**src/rtl/dsq_pkg.sv**
```systemverilog
package dsq_pkg;
    typedef enum logic [1:0] {
        PH_AZ    = 2'b00,
        PH_INT   = 2'b01,
        PH_DEINT = 2'b10,
        PH_IZ    = 2'b11
    } phase_e;
endpackage

```
**src/rtl/dsq_sync.sv**
```systemverilog
// Multi-stage synchronizer with falling-edge detector on its output.
module dsq_sync #(
    parameter int STAGES = 2
) (
    input  logic clk,
    input  logic rst_n,
    input  logic async_in,
    output logic sync_out,
    output logic fall_pulse
);
    localparam int CHAIN = STAGES + 1;

    logic [CHAIN-1:0] chain_d, chain_q;

    always_comb begin
        chain_d[0] = async_in;
        for (int i = 1; i < CHAIN; i++) begin
            chain_d[i] = chain_q[i-1];
        end
    end

    always_ff @(posedge clk or negedge rst_n) begin
        if (!rst_n) chain_q <= '0;
        else        chain_q <= chain_d;
    end

    assign sync_out   = chain_q[STAGES-1];
    assign fall_pulse = chain_q[STAGES] & ~chain_q[STAGES-1];
endmodule

```
**src/rtl/dsq_result.sv**
```systemverilog
// Result holding register with one-clock valid strobe.
module dsq_result #(
    parameter int MAG_W = 18
) (
    input  logic             clk,
    input  logic             rst_n,
    input  logic             capture,
    input  logic [MAG_W-1:0] mag_in,
    input  logic             sign_in,
    input  logic             ovr_in,
    output logic [MAG_W-1:0] mag,
    output logic             sign,
    output logic             ovr,
    output logic             valid
);
    typedef struct packed {
        logic [MAG_W-1:0] mag;
        logic             sign;
        logic             ovr;
        logic             valid;
    } res_t;

    res_t res_d, res_q;

    always_comb begin
        res_d       = res_q;
        res_d.valid = capture;
        if (capture) begin
            res_d.mag  = mag_in;
            res_d.sign = sign_in;
            res_d.ovr  = ovr_in;
        end
    end

    always_ff @(posedge clk or negedge rst_n) begin
        if (!rst_n) res_q <= '0;
        else        res_q <= res_d;
    end

    assign mag   = res_q.mag;
    assign sign  = res_q.sign;
    assign ovr   = res_q.ovr;
    assign valid = res_q.valid;

    // an over-range result always carries a saturated magnitude
    p_ovr_sat_r6: assert property (@(posedge clk) disable iff (!rst_n)
        res_q.ovr |-> (&res_q.mag));

    // the strobe never lasts two clocks
    p_valid_pulse_r8: assert property (@(posedge clk) disable iff (!rst_n)
        res_q.valid |=> !res_q.valid);
endmodule

```
**src/rtl/dsadc_seq.sv**
```systemverilog
module dsadc_seq #(
    parameter int MAG_W   = 18,
    parameter int INT_CYC = 1000,
    parameter int AZ_CYC  = 16,
    parameter int IZ_CYC  = 16
) (
    input  logic             clk,
    input  logic             rst_n,
    input  logic             en,
    input  logic             cmp_in,
    input  logic             pol_in,
    output logic [1:0]       phase_code,
    output logic             ref_neg,
    output logic [MAG_W-1:0] mag,
    output logic             sign,
    output logic             ovr,
    output logic             res_valid
);
    import dsq_pkg::*;

    localparam int               CNT_W    = MAG_W;
    localparam logic [CNT_W-1:0] AZ_LAST  = CNT_W'(AZ_CYC - 1);
    localparam logic [CNT_W-1:0] INT_LAST = CNT_W'(INT_CYC - 1);
    localparam logic [CNT_W-1:0] IZ_LAST  = CNT_W'(IZ_CYC - 1);
    localparam logic [CNT_W-1:0] CNT_ONE  = CNT_W'(1);

    typedef struct packed {
        phase_e           phase;
        logic [CNT_W-1:0] cnt;
        logic             pol;
    } seq_t;

    seq_t seq_d, seq_q;

    logic             cmp_sync;
    logic             cmp_fall;
    logic             cap_d;
    logic             ovr_d;
    logic [MAG_W-1:0] mag_d;

    dsq_sync #(.STAGES(2)) sync_i (
        .clk        (clk),
        .rst_n      (rst_n),
        .async_in   (cmp_in),
        .sync_out   (cmp_sync),
        .fall_pulse (cmp_fall)
    );

    always_comb begin
        seq_d = seq_q;
        cap_d = 1'b0;
        ovr_d = 1'b0;
        mag_d = seq_q.cnt;
        unique case (seq_q.phase)
            PH_AZ: begin
                if (!en) begin
                    seq_d.cnt = '0;
                end else if (seq_q.cnt == AZ_LAST) begin
                    seq_d.phase = PH_INT;
                    seq_d.cnt   = '0;
                end else begin
                    seq_d.cnt = seq_q.cnt + CNT_ONE;
                end
            end
            PH_INT: begin
                if (seq_q.cnt == INT_LAST) begin
                    seq_d.phase = PH_DEINT;
                    seq_d.cnt   = '0;
                    seq_d.pol   = pol_in;
                end else begin
                    seq_d.cnt = seq_q.cnt + CNT_ONE;
                end
            end
            PH_DEINT: begin
                if (cmp_fall) begin
                    cap_d       = 1'b1;
                    seq_d.phase = PH_IZ;
                    seq_d.cnt   = '0;
                end else if (&seq_q.cnt) begin
                    cap_d       = 1'b1;
                    ovr_d       = 1'b1;
                    mag_d       = '1;
                    seq_d.phase = PH_IZ;
                    seq_d.cnt   = '0;
                end else begin
                    seq_d.cnt = seq_q.cnt + CNT_ONE;
                end
            end
            PH_IZ: begin
                if (seq_q.cnt == IZ_LAST) begin
                    seq_d.phase = PH_AZ;
                    seq_d.cnt   = '0;
                end else begin
                    seq_d.cnt = seq_q.cnt + CNT_ONE;
                end
            end
            default: seq_d = seq_q;
        endcase
    end

    always_ff @(posedge clk or negedge rst_n) begin
        if (!rst_n) begin
            seq_q.phase <= PH_AZ;
            seq_q.cnt   <= '0;
            seq_q.pol   <= 1'b0;
        end else begin
            seq_q <= seq_d;
        end
    end

    dsq_result #(.MAG_W(MAG_W)) result_i (
        .clk     (clk),
        .rst_n   (rst_n),
        .capture (cap_d),
        .mag_in  (mag_d),
        .sign_in (seq_q.pol),
        .ovr_in  (ovr_d),
        .mag     (mag),
        .sign    (sign),
        .ovr     (ovr),
        .valid   (res_valid)
    );

    assign phase_code = seq_q.phase;
    assign ref_neg    = (seq_q.phase == PH_DEINT) && !seq_q.pol;

    // the phase only ever steps forward by one code
    p_phase_step_r2: assert property (@(posedge clk) disable iff (!rst_n)
        (phase_code != $past(phase_code)) |-> (phase_code == 2'($past(phase_code) + 2'd1)));

    // deintegrate starts on the clock that closes the integrate window
    p_int_to_deint_r4: assert property (@(posedge clk) disable iff (!rst_n)
        (seq_q.phase == PH_INT && seq_q.cnt == INT_LAST) |=> (phase_code == 2'b10 && seq_q.cnt == '0));

    // without enable the block rests in auto zero
    p_idle_hold_r9: assert property (@(posedge clk) disable iff (!rst_n)
        (!en && seq_q.phase == PH_AZ) |=> (phase_code == 2'b00));

    // the result only moves at the end of deintegrate
    p_result_hold_r8: assert property (@(posedge clk) disable iff (!rst_n)
        (seq_q.phase != PH_DEINT) |=> ($stable(mag) && $stable(sign) && $stable(ovr)));
endmodule

```
**config.mk**
```make
export PLATFORM = sky130hd
export DESIGN_NAME = dsadc_seq
export DESIGN_NICKNAME = d
export VERILOG_FILES = /design/src/rtl/dsq_pkg.sv /design/src/rtl/dsq_sync.sv /design/src/rtl/dsq_result.sv /design/src/rtl/dsadc_seq.sv
export SDC_FILE = /design/constraint.sdc
export NUM_CORES = 1
export LEC_CHECK = 0
export CAP_MARGIN = 5
export CORE_MARGIN = 1.5
export CORE_UTILIZATION = 45
export DETAILED_ROUTE_END_ITERATION = 10
export PLACE_DENSITY = 0.67
export SYNTH_ARGS = -nofsm -noshare
export SYNTH_HDL_FRONTEND = slang
export SYNTH_HIERARCHICAL = 1
export SYNTH_SLANG_ARGS = --single-unit
```
**constraint.sdc**
```tcl
create_clock -name clk -period 2.9 [get_ports clk]
set_clock_uncertainty 0.05 [all_clocks]
set_input_delay 0.58 -clock clk [delete_from_list [all_inputs] [get_ports clk]]
set_output_delay 0.58 -clock clk [all_outputs]
set_load 0.005 [all_outputs]
```
==> key figures <==
Setup path
  – CP arrival: approximately 2.8 ns
  – Crit end category: flip-flop
  – Worst Setup Path Type: flip-flop to flip-flop
  – Crit path required time: 3.04 ns
  – Crit-path leading delay family: simple AND/OR/NAND/NOR gates
  – Setup crit start kind: flip-flop
  – Worst r2r dst: phase_code[1]
  – CP max stage delay: 0.57 ns
  – Register-to-register setup slack: 0.27 ns
  – CP Buf/Inv Count: 0
  – Critical path origin: seq_q[1]
  – R2R depth: 6
  – Critical path endpoint: phase_code[1]
  – Critical R2R Launch: seq_q[1]
  – Worst path cell trace: ha_1, nand3_1, nor4_1, a31oi_1, or4b_4, mux2_4
  – WP depth: 6
  – Critical path's slowest cell: nor4_1
  – Crit Path Max Fanout: 6

Logic synthesis
  – Largest family of logic cells by synthesized area: simple AND/OR/NAND/NOR gates
  – Top post-synthesis cells by area: dfrtp_1 (50%), mux2_4 (14%), nor3_1 (4.2%)
  – Synth Area in Compound Gates: 0.0250
  – Yosys warns: 6
  – Syn_area_per_cell: 12.0 um^2
  – Fraction of registers with async set/reset: 1.00
  – Cell variety after synth: 38
  – Area fraction of the dominant cell type after synthesis: 0.501
  – Synth Instances: 187
  – Post-Synthesis Cell Area: 0.00225 mm^2
  – Register bit total from synthesis: 45
  – Synthesized Nets: 198
  – Adder-cell share of the synthesized area: 0.0334
  – Top_reg_cell synth: dfrtp_1
  – Mux share of post-synthesis cell area: 0.150
  – Synth area leader: dfrtp_1
  – Post-Synth XOR/XNOR Area: 0.0545
  – Simple-gate share of the synthesized area: 0.174
  – Sequential area share after synthesis: 0.501
  – Number of synthesized flops with an enable pin: 0

Route
  – Initial drt markers: 98
  – Routed WL: ~4.1 mm
  – Via/cell ratio: about 5.4
  – DRT antenna net count: 0
  – WL/cell: approximately 15 um
  – Remaining DRCs: 0
  – DR vias: 1453
  – Detailed-router iteration count before antenna repair: 5

Floorplanning
  – Initial Util: 0.473
  – # rows: 25
  – Die W: between 70 and 80 um
  – Core footprint: 0.00475 mm^2
  – Die Y: around 74 um
  – Die ar.: 0.00543 mm^2
  – IO Pins: 29

Global route
  – Vias in the first global route: about 1400
  – Pin count of the biggest net entering global routing: 46
  – Initial antenna violation count: 0
  – First-pass GRT wire length: 6.99 mm
  – GRT Util Overall: 0.173
  – Total gr overflow: 0

CTS
  – Hold-fix buffers, CTS: 0
  – Htree depth: 2
  – CTS Sinks: 45
  – Setup Fix Bufs, Post-CTS: 0
  – Resized cells post-CTS: 0
  – Clock Path Buffers: 2
  – Clk slew on worst S/H paths: approximately 0.080 ns
  – CTS Root Cell: clkbuf_8
  – CTS tree: done
  – Clk_lat worst skew: 0.30 ns
  – Clock buffer count from CTS: 5

Power and ir drop
  – Pwr Density: 452 mW/mm^2
  – Leakage: 1.15 nW
  – VDD IR max: between 0.2 and 0.25 mV
  – Pwr Total: 1.20 mW

Timing
  – Pin slew with the least headroom to its limit: 0.976 ns
  – Sum Neg Setup Slack: 0 ns
  – Final Critical Period: 2.63 ns
  – Max-slew violation count: 0
  – Fmax: 381 MHz
  – Relative slew slack: 0.349
  – RSZ-0062 raised after global routing: no
  – Final setup fails: 0
  – Crit share post-route: 0.906
  – Fin. Hold Viols: 0

Final layout
  – Ant. Diodes: 0
  – Share of layout cells above drive strength 1: 0.225
  – Nets: 214
  – Final non-filler cell total: about 270
  – Layout area overhead: 18.0%

Placement
  – Dpl cells: ~260
  – Gp weighted congestion: 0.810
  – Port Buffer Count: 28
  – HPWL after DPL: 2.97 mm

Min path
  – Hold Path Origin: sync_i/chain_q[0]
  – Worst hold path type: flip-flop to flip-flop
  – Hold depth: 0

Run
  – Max Cap Viol: 0

Status
  – Status: complete, no violations
-- per-stage QoR --
step	util	hold slack (ns)	instance area [um^2]	worst slack, ns
floorplan	-	0.234	2250	0.455
global placement	0.530	0.283	2520	0.349
detailed placement	0.530	0.295	2520	0.297
CTS	0.558	0.314	2650	0.289
global route	0.558	0.326	2650	0.0610
finish	0.558	0.310	2650	0.273
-- cell usage after synthesis, drive strengths merged, types with 2 or more instances --
master / instances
a21boi: 4
a31oi: 2
and3: 2
and4: 3
buf: 5
clkbuf: 17
dfrtp: 45
ha: 6
inv: 5
mux2: 22
nand2: 9
nand3: 5
nand4: 4
nor2: 4
nor2b: 3
nor3: 19
nor4: 5
or2: 2
or4: 2
xnor2: 6
xor2: 8
-- sequential cells by signal, indices dropped and copies added (netlist names) --
name	count
seq_q	19
result_i/mag	18
sync_i/chain_q	3
phase_code	2
result_i/ovr	1
result_i/sign	1
result_i/valid	1
-- cell families after synthesis --
kind of cell,Yosys count
multiplexers,23
XOR/XNOR,14
AND/OR/NAND/NOR,63
adder cells (fa/ha/maj),6
flip-flops,45
buffers and inverters,28
AO/OA/AOI/OAI,8
-- placed cells by master, fill, tap and decap left out, types with 2 or more instances in the layout --
cell type	Yosys	layout
and4_1	3	3
dfrtp_1	45	45
nor4_1	3	3
or2_2	2	2
bufinv_16	0	2
xor2_1	8	8
buf_4	2	4
xnor2_1	6	6
clkdlybuf4s50_1	0	27
nor2b_1	2	2
nor2_1	4	4
nand4_1	4	4
a21boi_1	3	3
a31oi_1	2	2
ha_1	6	6
nand3_1	5	5
clkbuf_8	0	5
nand2_1	9	9
inv_1	5	5
nor3_1	19	19
mux2_4	21	21
-- worst min path at each step --
stage | end | slack (ns)
2_1_floorplan | phase_code[0] | 0.23
3_3_place_gp | sync_i/chain_q[1] | 0.28
3_5_place_dp | sync_i/chain_q[1] | 0.30
4_1_cts | sync_i/chain_q[1] | 0.31
5_1_grt | sync_i/chain_q[1] | 0.33
6_report | sync_i/chain_q[1] | 0.31
-- where the power goes --
part | internal [mW] | total, mW | switching, mW
clock | 0.342 | 0.549 | 0.207
sequential | 0.630 | 0.631 | 0.00159
combinational | 0.00573 | 0.0188 | 0.0131
total | 0.977 | 1.20 | 0.221
-- layer usage --
| layer | track usage | share of wire |
|---|---|---|
| met3 | 0.0480 | 0.040 |
| met1 | 0.232 | 0.45 |
| met4 | 0.0700 | 0.018 |
| met5 | 0 | 0 |
| met2 | 0.264 | 0.49 |
-- area by class of cell --
| class | count | area (um^2) |
|---|---|---|
| clock inverters | 3 | 65.1 |
| fillers | 423 | 2100 |
| multi-input cells | 114 | 985 |
| repair buffers | 32 | 305 |
| clock buffers | 5 | 68.8 |
| inverters | 5 | 18.8 |
| flip-flops and latches | 45 | 1130 |
| well taps | 67 | 83.8 |
No activity file was read; power rests on OpenSTA's default activity.
